<file path="config.mk">
export PLATFORM = sky130hd
export DESIGN_NAME = quad_pulse_counter
export DESIGN_NICKNAME = d
export VERILOG_FILES = /design/src/rtl/qpc_pkg.sv /design/src/rtl/qpc_phase_sync.sv /design/src/rtl/qpc_step_decode.sv /design/src/rtl/qpc_window_core.sv /design/src/rtl/qpc_regs.sv /design/src/rtl/quad_pulse_counter.sv
export SDC_FILE = /design/constraint.sdc
export NUM_CORES = 1
export LEC_CHECK = 0
export ABC_AREA = 1
export CAP_MARGIN = 20
export CORE_ASPECT_RATIO = 1.1
export CORE_UTILIZATION = 45
export CTS_CLUSTER_DIAMETER = 50
export DETAILED_ROUTE_END_ITERATION = 10
export DONT_BUFFER_PORTS = 1
export PLACE_DENSITY = 0.71
export SETUP_SLACK_MARGIN = 0.2
export SYNTH_ARGS = -nofsm -noshare
export SYNTH_HDL_FRONTEND = slang
export SYNTH_HIERARCHICAL = 1
export SYNTH_SLANG_ARGS = --single-unit
</file>
<file path="constraint.sdc">
create_clock -name clk_i -period 2.8 [get_ports clk_i]
set_clock_uncertainty 0.05 [all_clocks]
set_input_delay 0.28 -clock clk_i [delete_from_list [all_inputs] [get_ports clk_i]]
set_output_delay 0.28 -clock clk_i [all_outputs]
set_load 0.02 [all_outputs]
</file>
<file path="src/rtl/qpc_pkg.sv">
package qpc_pkg;
  localparam int DATA_W = 32;
  localparam int MASK_SH = 16;

  localparam logic [7:0] OFS_CTRL = 8'h00;
  localparam logic [7:0] OFS_WIN  = 8'h04;
  localparam logic [7:0] OFS_RES  = 8'h08;
  localparam logic [7:0] OFS_LIVE = 8'h0C;
  localparam logic [7:0] OFS_STAT = 8'h10;
  localparam logic [7:0] OFS_IEN  = 8'h14;

  localparam int B_RUN  = 0;
  localparam int B_CONT = 1;
  localparam int B_MODE = 3;
  localparam int B_SNAP = 7;

  typedef enum logic [2:0] {
    M_A_UP    = 3'd0,
    M_A_DIR   = 3'd1,
    M_QUAD_X1 = 3'd2,
    M_QUAD_X2 = 3'd3,
    M_QUAD_X4 = 3'd4
  } cnt_mode_e;

  typedef struct packed {
    logic       snap;
    logic [2:0] mode;
    logic       cont;
    logic       run;
  } ctrl_t;
endpackage

</file>
<file path="src/rtl/qpc_phase_sync.sv">
module qpc_phase_sync #(
  parameter int STAGES = 2,
  parameter int NPH    = 2
) (
  input  logic           clk_i,
  input  logic           rst_ni,
  input  logic [NPH-1:0] ph_i,
  output logic [NPH-1:0] lvl_o,
  output logic [NPH-1:0] prv_o
);
  for (genvar g = 0; g < NPH; g++) begin : g_ph
    logic [STAGES-1:0] sh_q;
    logic              prv_q;
    always_ff @(posedge clk_i or negedge rst_ni) begin
      if (!rst_ni) begin
        sh_q  <= '0;
        prv_q <= 1'b0;
      end else begin
        sh_q  <= {sh_q[STAGES-2:0], ph_i[g]};
        prv_q <= sh_q[STAGES-1];
      end
    end
    assign lvl_o[g] = sh_q[STAGES-1];
    assign prv_o[g] = prv_q;
  end
endmodule

</file>
<file path="src/rtl/qpc_step_decode.sv">
module qpc_step_decode
  import qpc_pkg::*;
(
  input  logic [2:0] mode_i,
  input  logic [1:0] lvl_i,  // [0]=A [1]=B
  input  logic [1:0] prv_i,
  output logic       up_o,
  output logic       dn_o
);
  logic a_chg, b_chg, a_rise, fwd;

  assign a_chg  = lvl_i[0] ^ prv_i[0];
  assign b_chg  = lvl_i[1] ^ prv_i[1];
  assign a_rise = a_chg & lvl_i[0];

  always_comb begin
    up_o = 1'b0;
    dn_o = 1'b0;
    fwd  = 1'b0;
    case (cnt_mode_e'(mode_i))
      M_A_UP: up_o = a_rise;
      M_A_DIR: if (a_rise) begin
        up_o = lvl_i[1];
        dn_o = !lvl_i[1];
      end
      M_QUAD_X1: if (a_rise && !b_chg) begin
        up_o = !lvl_i[1];
        dn_o = lvl_i[1];
      end
      M_QUAD_X2: if (a_chg && !b_chg) begin
        fwd  = lvl_i[0] ^ lvl_i[1];
        up_o = fwd;
        dn_o = !fwd;
      end
      M_QUAD_X4: if (a_chg ^ b_chg) begin
        fwd  = a_chg ? (lvl_i[0] ^ lvl_i[1]) : !(lvl_i[0] ^ lvl_i[1]);
        up_o = fwd;
        dn_o = !fwd;
      end
      default: ;
    endcase
  end
endmodule

</file>
<file path="src/rtl/qpc_window_core.sv">
module qpc_window_core #(
  parameter int CNT_W = 32,
  parameter int TMR_W = 32
) (
  input  logic             clk_i,
  input  logic             rst_ni,
  input  logic             run_i,
  input  logic             cont_i,
  input  logic             snap_i,
  input  logic [TMR_W-1:0] window_i,
  input  logic             up_i,
  input  logic             dn_i,
  output logic [CNT_W-1:0] cnt_o,
  output logic [CNT_W-1:0] result_o,
  output logic [CNT_W-1:0] live_o,
  output logic             done_o
);
  logic [TMR_W-1:0] tmr_q;
  logic [CNT_W-1:0] cnt_q, cnt_d, res_q, live_q;
  logic             stop_q, active, win_zero, win_end;

  assign win_zero = (window_i == '0);
  assign active   = run_i && !stop_q && (cont_i || !win_zero);
  assign win_end  = active && !win_zero && (tmr_q == window_i - TMR_W'(1));

  always_comb begin
    cnt_d = cnt_q;
    if (up_i)      cnt_d = cnt_q + CNT_W'(1);
    else if (dn_i) cnt_d = cnt_q - CNT_W'(1);
  end

  always_ff @(posedge clk_i or negedge rst_ni) begin
    if (!rst_ni) begin
      tmr_q  <= '0;
      cnt_q  <= '0;
      stop_q <= 1'b0;
    end else if (!run_i) begin
      tmr_q  <= '0;
      cnt_q  <= '0;
      stop_q <= 1'b0;
    end else if (active) begin
      cnt_q <= cnt_d;
      tmr_q <= win_end ? '0 : tmr_q + TMR_W'(1);
      if (win_end && !cont_i) stop_q <= 1'b1;
    end
  end

  always_ff @(posedge clk_i or negedge rst_ni) begin
    if (!rst_ni) begin
      res_q  <= '0;
      live_q <= '0;
    end else begin
      if (win_end && !cont_i) res_q <= cnt_d;
      if (active && cont_i && (!snap_i || win_end)) live_q <= cnt_d;
    end
  end

  assign cnt_o    = cnt_q;
  assign result_o = res_q;
  assign live_o   = live_q;
  assign done_o   = win_end && !cont_i;
endmodule

</file>
<file path="src/rtl/qpc_regs.sv">
module qpc_regs
  import qpc_pkg::*;
#(
  parameter int ADDR_W = 5,
  parameter int CNT_W  = 32,
  parameter int TMR_W  = 32
) (
  input  logic              clk_i,
  input  logic              rst_ni,
  input  logic              req_i,
  input  logic              we_i,
  input  logic [ADDR_W-1:0] addr_i,
  input  logic [DATA_W-1:0] wdata_i,
  output logic [DATA_W-1:0] rdata_o,
  input  logic [CNT_W-1:0]  result_i,
  input  logic [CNT_W-1:0]  live_i,
  input  logic              done_i,
  output ctrl_t             ctrl_o,
  output logic [TMR_W-1:0]  window_o,
  output logic              stat_o,
  output logic              irq_o
);
  ctrl_t            ctrl_q;
  logic [TMR_W-1:0] win_q;
  logic             stat_q, ien_q, wr;

  assign wr = req_i && we_i;

  function automatic logic hit(input logic [ADDR_W-1:0] a, input logic [7:0] ofs);
    return a == ofs[ADDR_W-1:0];
  endfunction

  always_ff @(posedge clk_i or negedge rst_ni) begin
    if (!rst_ni) begin
      ctrl_q <= '0;
      win_q  <= '0;
      ien_q  <= 1'b0;
    end else if (wr) begin
      if (hit(addr_i, OFS_CTRL)) begin
        if (wdata_i[MASK_SH+B_RUN])  ctrl_q.run  <= wdata_i[B_RUN];
        if (wdata_i[MASK_SH+B_CONT]) ctrl_q.cont <= wdata_i[B_CONT];
        for (int i = 0; i < 3; i++)
          if (wdata_i[MASK_SH+B_MODE+i]) ctrl_q.mode[i] <= wdata_i[B_MODE+i];
        if (wdata_i[MASK_SH+B_SNAP]) ctrl_q.snap <= wdata_i[B_SNAP];
      end
      if (hit(addr_i, OFS_WIN)) win_q <= wdata_i[TMR_W-1:0];
      if (hit(addr_i, OFS_IEN) && wdata_i[MASK_SH]) ien_q <= wdata_i[0];
    end
  end

  always_ff @(posedge clk_i or negedge rst_ni) begin
    if (!rst_ni) stat_q <= 1'b0;
    else if (done_i) stat_q <= 1'b1;
    else if (wr && hit(addr_i, OFS_STAT) && wdata_i[0]) stat_q <= 1'b0;
  end

  always_comb begin
    rdata_o = '0;
    if (hit(addr_i, OFS_CTRL)) begin
      rdata_o[B_RUN]            = ctrl_q.run;
      rdata_o[B_CONT]           = ctrl_q.cont;
      rdata_o[B_MODE+2:B_MODE]  = ctrl_q.mode;
      rdata_o[B_SNAP]           = ctrl_q.snap;
    end
    if (hit(addr_i, OFS_WIN))  rdata_o = DATA_W'(win_q);
    if (hit(addr_i, OFS_RES))  rdata_o = DATA_W'(result_i);
    if (hit(addr_i, OFS_LIVE)) rdata_o = DATA_W'(live_i);
    if (hit(addr_i, OFS_STAT)) rdata_o[0] = stat_q;
    if (hit(addr_i, OFS_IEN))  rdata_o[0] = ien_q;
  end

  assign ctrl_o   = ctrl_q;
  assign window_o = win_q;
  assign stat_o   = stat_q;
  assign irq_o    = stat_q && ien_q;
endmodule

</file>
<file path="src/rtl/quad_pulse_counter.sv">
module quad_pulse_counter
  import qpc_pkg::*;
#(
  parameter int ADDR_W      = 5,
  parameter int CNT_W       = 32,
  parameter int TMR_W       = 32,
  parameter int SYNC_STAGES = 2
) (
  input  logic              clk_i,
  input  logic              rst_ni,
  input  logic              req_i,
  input  logic              we_i,
  input  logic [ADDR_W-1:0] addr_i,
  input  logic [31:0]       wdata_i,
  output logic [31:0]       rdata_o,
  input  logic              phase_a_i,
  input  logic              phase_b_i,
  output logic              irq_o
);
  ctrl_t            ctrl;
  logic [TMR_W-1:0] window;
  logic [1:0]       ph_lvl, ph_prv;
  logic             step_up, step_dn, win_done, stat;
  logic [CNT_W-1:0] run_cnt, res_val, live_val;

  qpc_phase_sync #(.STAGES(SYNC_STAGES), .NPH(2)) u_sync (
    .clk_i, .rst_ni,
    .ph_i ({phase_b_i, phase_a_i}),
    .lvl_o(ph_lvl),
    .prv_o(ph_prv)
  );

  qpc_step_decode u_dec (
    .mode_i(ctrl.mode),
    .lvl_i (ph_lvl),
    .prv_i (ph_prv),
    .up_o  (step_up),
    .dn_o  (step_dn)
  );

  qpc_window_core #(.CNT_W(CNT_W), .TMR_W(TMR_W)) u_core (
    .clk_i, .rst_ni,
    .run_i   (ctrl.run),
    .cont_i  (ctrl.cont),
    .snap_i  (ctrl.snap),
    .window_i(window),
    .up_i    (step_up),
    .dn_i    (step_dn),
    .cnt_o   (run_cnt),
    .result_o(res_val),
    .live_o  (live_val),
    .done_o  (win_done)
  );

  qpc_regs #(.ADDR_W(ADDR_W), .CNT_W(CNT_W), .TMR_W(TMR_W)) u_regs (
    .clk_i, .rst_ni, .req_i, .we_i, .addr_i, .wdata_i, .rdata_o,
    .result_i(res_val),
    .live_i  (live_val),
    .done_i  (win_done),
    .ctrl_o  (ctrl),
    .window_o(window),
    .stat_o  (stat),
    .irq_o   (irq_o)
  );
endmodule

</file>
==> results of run 1 <==
## cell type report
| type | count | area (sq um) | area share |
|---|---|---|---|
| clock inverter | 15 | 190 | 0.0129 |
| multi-input combinational | 1230 | 7130 | 0.484 |
| timing repair buffer | 148 | 1540 | 0.105 |
| tap | 310 | 388 | 0.0264 |
| antenna | 1 | 2.50 | 0.000170 |
| sequential | 175 | 4400 | 0.299 |
| inverter | 165 | 637 | 0.0433 |
| clock buffer | 17 | 425 | 0.0289 |
## sequential cells by signal (all words and copies together) (netlist names), 2 cells and up
register and flops:
u_core/cnt_o 32, u_regs/window_o 32, u_sync/g_ph.sh_q 4, u_sync/g_ph.prv_q 2
u_core/live_o 32, u_regs/ctrl_o 6, u_core/tmr_q 32, u_core/result_o 32
## metal layers
layer	vias up	track usage
met5	-	0
met4	0	0.126
met1	5689	0.367
met3	142	0.0414
li1	5462	-
met2	514	0.507
## logic make-up (layout without fill, tap and decap cells)
group,count (synthesis),in the layout,synth area share
fa+ha+maj,6,6,0.00669
flops,175,175,0.390
other cells,0,1,0
simple gates,991,992,0.376
mux,1,1,0.000891
buf+inv,236,345,0.0903
xor+xnor,75,75,0.0585
compound gates,156,156,0.0772
## power groups by stage
| stage | clock network [mW] | registers, mW | logic (mW) |
|---|---|---|---|
| after floorplan | 0 | 2.78 | 1.16 |
| after global placement | 0 | 2.84 | 1.68 |
| after detailed placement | 0 | 2.84 | 1.68 |
| after CTS | 2.53 | 2.80 | 1.89 |
| after global routing | 2.63 | 2.84 | 2.49 |
| final | 2.50 | 2.83 | 2.31 |
## final timing paths
path                                             start                endpoint  slack (ns)  depth (start not counted)
worst max register to register      u_regs/window_o[6]       u_core/live_o[13]       -0.04                         20
max in group asynchronous                       rst_ni     u_regs/window_o[14]        2.99                          0
worst max-delay path                u_regs/window_o[6]       u_core/live_o[13]       -0.04                         20
worst min-delay path                            rst_ni         u_core/tmr_q[3]       -0.52                          0
min in group clk_i                          wdata_i[1]        u_regs/ctrl_o[1]        0.02                          2
worst min register to register  u_sync/g_ph[0].sh_q[0]  u_sync/g_ph[0].sh_q[1]        0.31                          0
## cell usage after synthesis, drive strengths merged, types with 2 or more instances
master | count | area share
nand3 | 176 | 0.079
nand4 | 43 | 0.025
xnor2 | 18 | 0.014
buf | 45 | 0.026
and3 | 2 | 0.0011
a21oi | 5 | 0.0022
nand3b | 6 | 0.0040
inv | 162 | 0.054
nor2 | 163 | 0.060
o31ai | 5 | 0.0033
o22ai | 40 | 0.022
dfrtp | 175 | 0.39
nor3 | 27 | 0.012
a21o | 2 | 0.0013
ha | 6 | 0.0067
clkbuf | 26 | 0.0087
a31oi | 2 | 0.0011
nand2 | 569 | 0.19
xor2 | 57 | 0.044
clkinv | 3 | 0.0010
o21ai | 97 | 0.043
o32ai | 2 | 0.0016
nor4 | 4 | 0.0022
## metrics by stage
stage / utilization / cell area (sq um) / TNS [ns]
5_1_grt: 0.601 / 14700 / -4.04
3_5_place_dp: 0.485 / 11900 / -0.150
3_3_place_gp: 0.485 / 11900 / -0.147
4_1_cts: 0.540 / 13200 / 0
6_report: 0.601 / 14700 / -0.351
2_1_floorplan: - / 11300 / 0
## repair_timing
item	in CTS	in global routing
setup endpoints to repair	115	123
pin swaps	42	85
resized for setup	90	289
hold endpoints to repair	212	175
cloned	1	10
buffers inserted	13	30
==> impl_metrics.csv, run 1 <==
group,metric,value,unit
critical_path,start_kind,"flop",
cts,cts-root-buf,"clkbuf_16",
critical_path,crit_required,3.09,ns
synthesis,mappedNetlistArea,11200,sq um
drt,dr_wl_met3,2470,microns
drt,ant_nets,0,
critical_path,worstSetupEndpointType,"flop",
synthesis,yosysUniqueCellTypes,40,
critical_path,path_cells,"nor2_4, nand2_2, nor2_2, buf_6, buf_6, nand2_2, nand2_2, nand2_1, inv_2, nand3_2, nor2_1, nand3_1, nor2_4, buf_6, nand3_4, nand2_8, nand2_8, clkbuf_16, nand2_2, nand2_1",
timing,setup_viol,27,
run_status,violations,"negative hold slack, negative setup slack",
timing,tightestPinTransition,0.717,ns
critical_path,crit_top_cell,"nand2_2",
cts,cts_buffer_depth,2,
critical_path,critPathBufInv,5,
critical_path,slowest_stage,"dfrtp_2",
placement,routabilityCongestion,1.04,
placement,port-buffer-count,0,
global_routing,antenna_found_initial,1,
layout,fillers,2114,
floorplanning,die_h,168,microns
placement,post-place-ws,-0.0605,ns
run_status,status,"finished with violations",
placement,dp_cells,1944,
global_routing,grt_pass1_wl,59100,microns
drt,routed.top_layer,"met4",
drt,wl,39700,microns
power_and_ir_drop,power_frac_comb,0.302,
timing,fin_crit_sh,1.01,
synthesis,syn_inst,1640,
drt,avgRoutedWirePerCell,19.3,microns
synthesis,yosys_register_bits,175,
cts,cts_tree,"done",
power_and_ir_drop,seq_power_share,0.371,
floorplanning,die_x,153,microns
drt,drt-pass1-iter-count,8,
global_routing,grt-ovfl-total,0,
drt,initialDrtViolationCount,1083,
global_routing,grt_pass1_vias,11100,
power_and_ir_drop,power_density,519,nW/um^2
worst_hold_path,hold_path_class,"in2async",
synthesis,ys_dominant_reg_cell,"dfrtp_1",
timing,min_period,2.84,ns
cts,clock-sinks,175,
timing,rsz0062_at_grt,"yes",
timing,clock.fmax,0.353,GHz
cts,cts_hold_buffers,30,
timing,holdWs,-0.523,ns
floorplanning,rows,60,
power_and_ir_drop,power.switching,2.85,mW
drt,num_vias,11800,
synthesis,syn-mean-instance-area,6.85,sq um
layout,instances_no_fill,2061,
global_routing,grt_max_degree,176,
cts,cts_inserted_buffers,17,
cts,worstSkewPairLatency,0.45,ns
synthesis,synth-edff-count,0,
power_and_ir_drop,switching_share,0.373,
job,maxCapViolCount,0,
drt,via_per_inst,5.73,
drt,wl_met1,15600,microns
synthesis,async_flop_share,1.00,
critical_path,critPathMaxFanout,8,
timing,setup_slack,-0.0361,ns
critical_path,cpPeakStageDelay,0.48,ns
floorplanning,start_util,0.459,
cts,h-tree-depth,4,
cts,clk_pin_slew,0.08,ns
floorplanning,io_pins,76,
power_and_ir_drop,internal_power,4.79,mW
placement,dpl.hpwl,26300,microns
drt,drc,0,
power_and_ir_drop,total_power,7.64,mW
drt,wl_met2,19600,microns
synthesis,syn_nets,1689,
floorplanning,die_area,25600,sq um
layout,layout_common_cells,"nand2_1, nand3_1, dfrtp_1",
critical_path,arrival,3.12,ns
power_and_ir_drop,clock_power_share,0.327,
critical_path,critical_path_class,"reg2reg",
critical_path,crit_family,"simple AND/OR/NAND/NOR gates",
layout,fin_nets,1786,
synthesis,ys_seq_area_frac,0.390,
power_and_ir_drop,p_leak,6.79,nW
synthesis,yosysWarnings,6,
layout,area_delta_synth_final,31.1,%
layout,layout.cells.most_common,"nand2_1",
floorplanning,design.core.area,24500,sq um
global_routing,gr-usage-all-layers,0.294,
power_and_ir_drop,max-vdd-ir-drop,294,uV
timing,slew_headroom,0.520,
layout,drive_gt1_frac,0.254,
timing,hold_violations,175,
timing,drv_slew,0,
Note: power is estimated with default switching activity, not from simulation.
==> run 2, diff against run 1 <==
- ABC_AREA: 1 -> not set
==> run 2 against run 1 <==
The flow still finishes with violations (negative hold slack, negative setup slack). Final area rose by 8.7%. Final cell count fell by 17%. Non-clock buffer count rose by 170. First-iteration DRC count rose by 2.0%. Via count fell by 5.9%. Hold slack barely moved. Clock power rose by 2%. Worst setup slack got worse by 1.1 ns. Routed wire length rose by 12%. Combinational power fell by 6%. Die area fell by 2.2%. Global-route usage rose by 3.9 points. Critical endpoint is now u_core/live_o[17].
==> impl_metrics.csv, run 2 <==
group,metric,value,unit
synthesis,synth_area_leaders,"dfrtp_1, mux2_2, nor2_1, xnor2_1, nand3_1",
critical_path,critical_path_depth,15,
layout,layout_common_cells,"buf_4, dfrtp_1, nor2_1",
cts,cts_tree,"done",
global_routing,met2_usage,0.549,
floorplanning,die_x,151,microns
timing,rsz0062_at_grt,"yes",
critical_path,path_cells,"ha_4, inv_4, ha_4, nor4b_4, a21oi_2, o211ai_1, nand2_1, or4_4, nor2_4, and3_4, buf_6, nor2_4, buf_6, xnor2_1, mux2_4",
floorplanning,io_pins,76,
placement,dp_cells,1570,
floorplanning,rows,59,
timing,setup_viol,130,
timing,hold_violations,175,
cts,h-tree-depth,4,
critical_path,arrival,4.27,ns
synthesis,syn_inst,1139,
timing,drv_slew,0,
global_routing,gr-usage-all-layers,0.332,
timing,holdWs,-0.523,ns
drt,via_per_inst,6.50,
critical_path,regToRegSetupSlack,-1.13,ns
synthesis,synth-edff-count,0,
layout,drive_gt1_frac,0.430,
critical_path,critPathBufInv,3,
critical_path,rr_endpoint,"u_core/live_o[17]",
timing,clock.fmax,0.254,GHz
timing,tightestPinTransition,0.908,ns
power_and_ir_drop,p_leak,7.19,nW
drt,ant_nets,0,
job,maxCapViolCount,0,
run_status,violations,"negative hold slack, negative setup slack",
global_routing,grt_pass1_wl,62700,microns
critical_path,critPathMaxFanout,4,
synthesis,yosysWarnings,6,
power_and_ir_drop,power_density,463,nW/um^2
critical_path,crit_path_end,"u_core/live_o[17]",
synthesis,synth_top_area_frac,0.399,
critical_path,worstReg2RegStart,"u_sync/g_ph[0].sh_q[1]",
global_routing,grt_max_degree,176,
floorplanning,die_h,166,microns
critical_path,critical_path_class,"reg2reg",
global_routing,grtUsageMet1,0.392,
synthesis,yosysUniqueCellTypes,76,
placement,routabilityCongestion,0.964,
global_routing,grt-ovfl-total,0,
power_and_ir_drop,max-vdd-ir-drop,395,uV
layout,fin_nets,1440,
critical_path,slowest_stage,"xnor2_1",
global_routing,antenna_found_initial,2,
placement,dpl.hpwl,25000,microns
synthesis,syn-mean-instance-area,9.64,sq um
synthesis,async_flop_share,1.00,
placement,port-buffer-count,0,
cts,cts_inserted_buffers,17,
cts,worstSkewPairLatency,0.45,ns
timing,min_period,3.93,ns
timing,setup_tns,-96.38,ns
drt,drt-pass1-iter-count,6,
global_routing,grt_pass1_vias,10900,
cts,clk_pin_slew,0.08,ns
synthesis,synthTopCellsByCount,"dfrtp_1, nor2_1, nand2_1",
cts,cts_buffer_depth,2,
synthesis,yosysTopAreaCell,"dfrtp_1",
cts,cts-root-buf,"clkbuf_16",
floorplanning,start_util,0.462,
critical_path,start_kind,"flop",
layout,area_delta_synth_final,45.7,%
critical_path,rr_worst_depth,15,
drt,initialDrtViolationCount,1105,
synthesis,yosys_register_bits,175,
cts,clock-sinks,175,
critical_path,cpPeakStageDelay,0.65,ns
critical_path,worstSetupEndpointType,"flop",
layout,layout.cells.most_common,"buf_4",
run_status,status,"finished with violations",
layout,instances_no_fill,1711,
layout,final_area,16000,sq um
floorplanning,die_area,25000,sq um
drt,wl,44400,microns
drt,avgRoutedWirePerCell,25.9,microns
synthesis,mappedNetlistArea,11000,sq um
floorplanning,design.core.area,23800,sq um
synthesis,syn_nets,1188,
drt,drc,0,
critical_path,crit_required,3.14,ns
synthesis,yosysMostFrequentCell,"dfrtp_1",
synthesis,ys_dominant_reg_cell,"dfrtp_1",
synthesis,ys_seq_area_frac,0.399,
global_routing,globalRouteMet3Util,0.0574,
drt,num_vias,11100,
global_routing,gr-max-usage-layer,"met2",
timing,fin_crit_sh,1.40,
timing,slew_headroom,0.386,
timing,setup_slack,-1.13,ns
critical_path,cp-startpoint,"u_sync/g_ph[0].sh_q[1]",
layout,fillers,1627,
critical_path,crit_family,"simple AND/OR/NAND/NOR gates",
placement,postPlaceCellArea,13000,sq um
worst_hold_path,hold_path_class,"in2async",
[run 2: changes by cell type in the layout (fill, tap and decap cells not counted), moves of 71 or more]
cell / before / now
nand2_1: 448 / 83
nand2_2: 76 / 5
buf_4: 80 / 208
inv_1: 143 / 14
nand3_1: 157 / 65
mux2_4: 0 / 79
[run 2: how the worst min path moves through the flow]
stage	slack [ns]	to	depth (start not counted)	from
2_1_floorplan	-0.07	u_core/cnt_o[0]	0	rst_ni
3_3_place_gp	-0.05	u_core/tmr_q[28]	0	rst_ni
3_5_place_dp	-0.05	u_core/tmr_q[28]	0	rst_ni
4_1_cts	-0.52	u_core/tmr_q[3]	0	rst_ni
5_1_grt	-0.53	u_core/tmr_q[3]	0	rst_ni
6_report	-0.52	u_core/tmr_q[3]	0	rst_ni
[run 2: final cells by class]
cell class                      instances  area (sq um)  area share
Multi-Input combinational cell        864          7430       0.465
Sequential cell                       175          4380       0.274
Timing Repair Buffer                  318          3110       0.195
Clock buffer                           19           453      0.0283
Tap cell                              305           382      0.0239
Clock inverter                         13           171      0.0107
Inverter                               15          58.8     0.00368
Antenna cell                            2          5.00    0.000313
[run 2: logic make-up after synthesis]
logic type / share of synthesized area
and+or+nand+nor: 0.226
DFF: 0.399
AOI/OAI and AO/OA: 0.108
muxes: 0.150
buffers and inverters: 0.0446
xor gates and xnor gates: 0.0654
adders and majority gates: 0.00684
[run 2: worst register-to-register path: cells and delay by family (launching register included)]
| family | cells | cell delay, ns |
|---|---|---|
| compound gates | 2 | 0.43 |
| buf+inv | 3 | 0.27 |
| mux | 1 | 0.28 |
| xor+xnor | 1 | 0.65 |
| fa+ha+maj | 2 | 0.51 |
| simple gates | 6 | 1.27 |
| flops | 1 | 0.42 |
[run 2: power breakdown]
group / total, mW / internal (mW) / leakage [nW] / switching (mW)
clock network: 2.54 / 1.33 / 0.301 / 1.21
registers: 2.71 / 2.61 / 2.41 / 0.101
logic: 2.16 / 1.08 / 4.48 / 1.08
[run 2: timing repair]
action | CTS | global route
resized for setup | 182 | 62
endpoints found under the hold margin | 217 | 176
pin swaps | 73 | 35
gates cloned | 12 | 2
hold buffers | 34 | 1
setup endpoints to repair | 130 | 130
setup buffers | 38 | 20
[run 2: through the flow]
step / setup slack [ns] / utilization / power [mW]
2_1_floorplan: -0.885 / - / 3.69
3_3_place_gp: -0.719 / 0.547 / 4.47
3_5_place_dp: -0.803 / 0.547 / 4.48
4_1_cts: -0.804 / 0.651 / 7.17
5_1_grt: -1.32 / 0.673 / 7.62
6_report: -1.13 / 0.673 / 7.41
[run 2: per-layer routing]
metal	share of wire	wire, microns	vias up
met1	0.35	15700	5516
li1	-	-	4637
met3	0.085	3750	263
met4	0.083	3670	2
met5	0.00025	11	-
met2	0.48	21200	696
